===== config.mk =====
export PLATFORM = sky130hd
export DESIGN_NAME = burst4_ddr_wr
export DESIGN_NICKNAME = d
export VERILOG_FILES = /design/src/rtl/burst4_ddr_wr.sv
export SDC_FILE = /design/constraint.sdc
export NUM_CORES = 1
export LEC_CHECK = 0
export CAP_MARGIN = 40
export CORE_MARGIN = 1.5
export CORE_UTILIZATION = 25
export DETAILED_ROUTE_END_ITERATION = 6
export RECOVER_POWER = 50
export SETUP_SLACK_MARGIN = 0.5
export SYNTH_ARGS = -nofsm -noshare
export SYNTH_HDL_FRONTEND = slang
export SYNTH_SLANG_ARGS = --single-unit

===== constraint.sdc =====
create_clock -name clk -period 3.8 [get_ports clk]
set_input_delay 0.76 -clock clk [delete_from_list [all_inputs] [get_ports clk]]
set_output_delay 0.76 -clock clk [all_outputs]
set_load 0.02 [all_outputs]

===== src/rtl/burst4_ddr_wr.sv =====
module burst4_ddr_wr #(
  parameter int ABITS  = 4,
  parameter int BYTES  = 2,
  parameter int BYTE_W = 8
) (
  input  logic                      clk,
  input  logic                      rst_n,
  input  logic                      wr_n,
  input  logic [ABITS-1:0]          wr_addr,
  input  logic [BYTES*BYTE_W-1:0]   d,
  input  logic [BYTES-1:0]          bw_n,
  input  logic [ABITS+1:0]          rd_addr,
  output logic [BYTES*BYTE_W-1:0]   rd_data
);
  localparam int DW    = BYTES * BYTE_W;
  localparam int WA    = ABITS + 2;
  localparam int WORDS = 1 << WA;

  logic [DW-1:0]    mem [WORDS];
  logic [1:0]       wcnt;
  logic [ABITS-1:0] base;
  logic             fall_pend;
  logic [1:0]       fall_lsb;
  logic [ABITS-1:0] fall_base;
  logic [DW-1:0]    hold_d;
  logic [BYTES-1:0] hold_bw;

  wire accept = !wr_n && (wcnt != 2'd1);
  wire [WA-1:0] rise_wa = {base, (wcnt == 2'd1) ? 2'd0 : 2'd2};
  wire [WA-1:0] fall_wa = {fall_base, fall_lsb};

  function automatic logic [DW-1:0] merge(input logic [DW-1:0] old_w,
                                          input logic [DW-1:0] new_w,
                                          input logic [BYTES-1:0] keep);
    logic [DW-1:0] r;
    for (int i = 0; i < BYTES; i++)
      r[i*BYTE_W +: BYTE_W] = keep[i] ? old_w[i*BYTE_W +: BYTE_W]
                                      : new_w[i*BYTE_W +: BYTE_W];
    return r;
  endfunction

  always_ff @(posedge clk or negedge rst_n) begin
    if (!rst_n) begin
      wcnt      <= 2'd0;
      base      <= '0;
      fall_pend <= 1'b0;
      fall_lsb  <= 2'd0;
      fall_base <= '0;
    end else begin
      wcnt      <= accept ? 2'd1 : ((wcnt == 2'd1) ? 2'd2 : 2'd0);
      if (accept) base <= wr_addr;
      fall_pend <= (wcnt != 2'd0);
      fall_lsb  <= (wcnt == 2'd1) ? 2'd1 : 2'd3;
      fall_base <= base;
    end
  end

  always_ff @(negedge clk) begin
    hold_d  <= d;
    hold_bw <= bw_n;
  end

  always_ff @(posedge clk) begin
    if (wcnt != 2'd0)
      mem[rise_wa] <= merge(mem[rise_wa], d, bw_n);
    if (fall_pend)
      mem[fall_wa] <= merge(mem[fall_wa], hold_d, hold_bw);
  end

  assign rd_data = mem[rd_addr];
endmodule


==> metrics <==
die extent in y 438 µm; first-pass GRT wire length 208 mm; count of pins over their slew limit 0; met1 Usage GRT 20.5%; drt drc 2; GRT Util Overall 14.9%; WL per Instance 25.6 µm; die area 0.192 mm²; register area share after synthesis 66.5%; die width 438 µm; Net Sw Frac 23.8%; Sink Count 1055; Sum Neg Setup Slack 0 ps; Worst Max-Slew Pin Slew 1370 ps; clock slew at reported path FFs 60 ps; RSZ-0062 raised after global routing true; Max-Cap Viols 0; Cells after Synth 2621; type of origin of the critical path flop; combinational power share 10.8%; initial antenna violation count 2; synth warn 0; peak supply drop 335 µV; Post-synth EDFFs 1024; commonest non-fill, non-tap cell in the layout edfxtp_1; grt met3 use 2.59%; CP Class flop to flop; WP data required 4190 ps; mapped cell area 0.0473 mm²; Layout Area Growth over Synthesis 28.4%; HP Class flop to flop; failing checks design-rule violations; CP most frequent cell nor2_1; endpoint class of the critical path flop; Synthesized Nets 2652; drt via density 4.91; Overflow after GRT 0; final WL 146 mm; most frequent cells in the layout 1024 x edfxtp_1, 455 x mux2_2, 262 x buf_4; hold buffer count at CTS 0; starting density of the core 25.2%; CTS tree built; share of layout cells above drive strength 1 53.2%; CP max FO 8; CP arrival 4190 ps; PwrDens 437 mW/mm²; status complete, but fails checks; P_leak 20.4 nW; gpl congestion 0.845; slowest stage delay, CP 390 ps; Final Hold Viols 0; Worst slew margin 8.35%; DR vias 27969; PortBufs 46; busiest layer in global routing met2; Yosys reg bits 1055; largest net degree at the start of global routing 65; P_int 20.2 mW; CP bufs+invs 2; core area 0.188 mm²; I/O Pins 47; top_reg_cell synth edfxtp_1; Pwr Total 26.6 mW; average size of a mapped cell 18.0 µm²; Core Rows 159; Nets 3140; Clock Skews 36.3 ps; H-tree depth 3; post-synth cell types 51; post-route cell area 0.0607 mm²; clk buf depth 3; router iterations before antenna repair 7; HPWL Detailed 90.6 mm; Routed Antenna Nets 0; Setup-failing EPs final 0; Flop pwr share 49.0%; 1st-iter DRT viols 3166; Cell Area, Placed 0.0544 mm²; Crit-path slowest cell clkbuf_2; vias in the first global route 28184; asr flop ratio synth 1.23%; Net Sw Power 6.31 mW; CP Cell Sequence nor2_1 > nand3_1 > clkbuf_2 > nor2_1 > buf_2; CP delay by family, top buffers and inverters; Worst-Skew Late Latency 720 ps; grt met2 use 23.9%; CTS Buf Count 107; Clk pwr share 40.2%; Root Driver clkbuf_16
[power groups by stage]
| stage | Combinational [mW] | Sequential, mW | Clock, mW |
|---|---|---|---|
| floorplan | 1.30 | 13.2 | 0.0306 |
| CTS | 2.82 | 13.0 | 10.8 |
| global route | 2.98 | 13.0 | 11.3 |
| global placement | 2.44 | 13.3 | 0.0306 |
| finish | 2.86 | 13.0 | 10.7 |
| detailed placement | 2.46 | 13.3 | 0.0306 |
[worst paths after layout]
path / start / to / slack [ps] / cells past startpoint
hold reg to reg: wcnt[1]$_DFF_PN0_ / fall_pend$_DFF_PN0_ / 470 / 1
hold / removal: wcnt[1]$_DFF_PN0_ / fall_pend$_DFF_PN0_ / 470 / 1
min in group asynchronous: rst_n / fall_base[2]$_DFF_PN0_ / 500 / 1
setup reg to reg: hold_bw[0]$_DFF_N_ / mem[39][3]$_DFFE_PP_ / 6 / 5
setup / recovery: hold_bw[0]$_DFF_N_ / mem[39][3]$_DFFE_PP_ / 6 / 5
max in group asynchronous: rst_n / fall_lsb[1]$_DFF_PN0_ / 2880 / 1
[timing repair]
action                                  in CTS  in global routing
pin swaps                                   68                  9
endpoints found under the setup margin    1545               1564
cloned                                      23                  4
setup buffers                               61                  6
resized for setup                          401                101
[registers in the layout, summed over array words and instances (netlist names)]
name	count
base	4
fall_base	4
fall_lsb	2
fall_pend	1
hold_bw	2
hold_d	16
mem	1024
wcnt	2
[layout make-up]
type,count,area (µm²)
inverters,3,11.3
fillers,18111,127000
flip-flops and latches,1055,31400
clock inverters,73,536
diodes,1,2.50
repair buffers,570,5800
well taps,2495,3120
clock buffers,144,3040
multi-input cells,1354,16800
[worst register-to-register path, stage by stage (launching register included)]
cell      delay, ps
dfxtp_2         320
nor2_1          240
nand3_1         140
clkbuf_2        390
nor2_1          210
buf_2           290
[metrics by stage]
stage | instances | hold WS (ps) | setup WS [ps] | utilization [%]
global placement | 5379 | 444 | -556 | 29.0
CTS | 5681 | 413 | 59.7 | 32.3
finish | 5695 | 472 | 6.14 | 32.3
global route | 5694 | 481 | -20.9 | 32.3
detailed placement | 5381 | 458 | -474 | 29.0
floorplan | 2621 | 352 | -89.3 | -
[layer usage]
| layer | routed length (µm) | vias to the layer above |
|---|---|---|
| li1 | - | 11631 |
| met1 | 62100 | 15004 |
| met2 | 69000 | 1125 |
| met3 | 10100 | 209 |
| met4 | 4550 | 0 |
| met5 | 0 | - |
[logic make-up (layout without fill, tap and decap cells)]
| group | count (synthesis) | in the layout | share of synthesized area, % |
|---|---|---|---|
| xor gates and xnor gates | 4 | 4 | 0.0741 |
| DFF | 1055 | 1055 | 66.5 |
| other | 1 | 2 | 0.00793 |
| buffers and inverters | 221 | 790 | 2.01 |
| AOI/OAI and AO/OA | 184 | 184 | 2.56 |
| muxes | 846 | 846 | 25.7 |
| and+or+nand+nor | 310 | 319 | 3.13 |
[synth_stat cells, types with 22 or more instances]
master	n	area share (%)
nand2_1	93	0.74
o21ai_0	55	0.58
mux2i_1	44	0.93
o22ai_1	32	0.42
a21oi_1	22	0.23
mux2_2	562	13
nor2_1	107	0.85
mux4_2	240	11
clkbuf_1	149	1.2
buf_2	39	0.41
nor3_1	25	0.26
a22oi_1	23	0.37
edfxtp_1	1024	65
No activity file was read; power rests on OpenSTA's default activity.
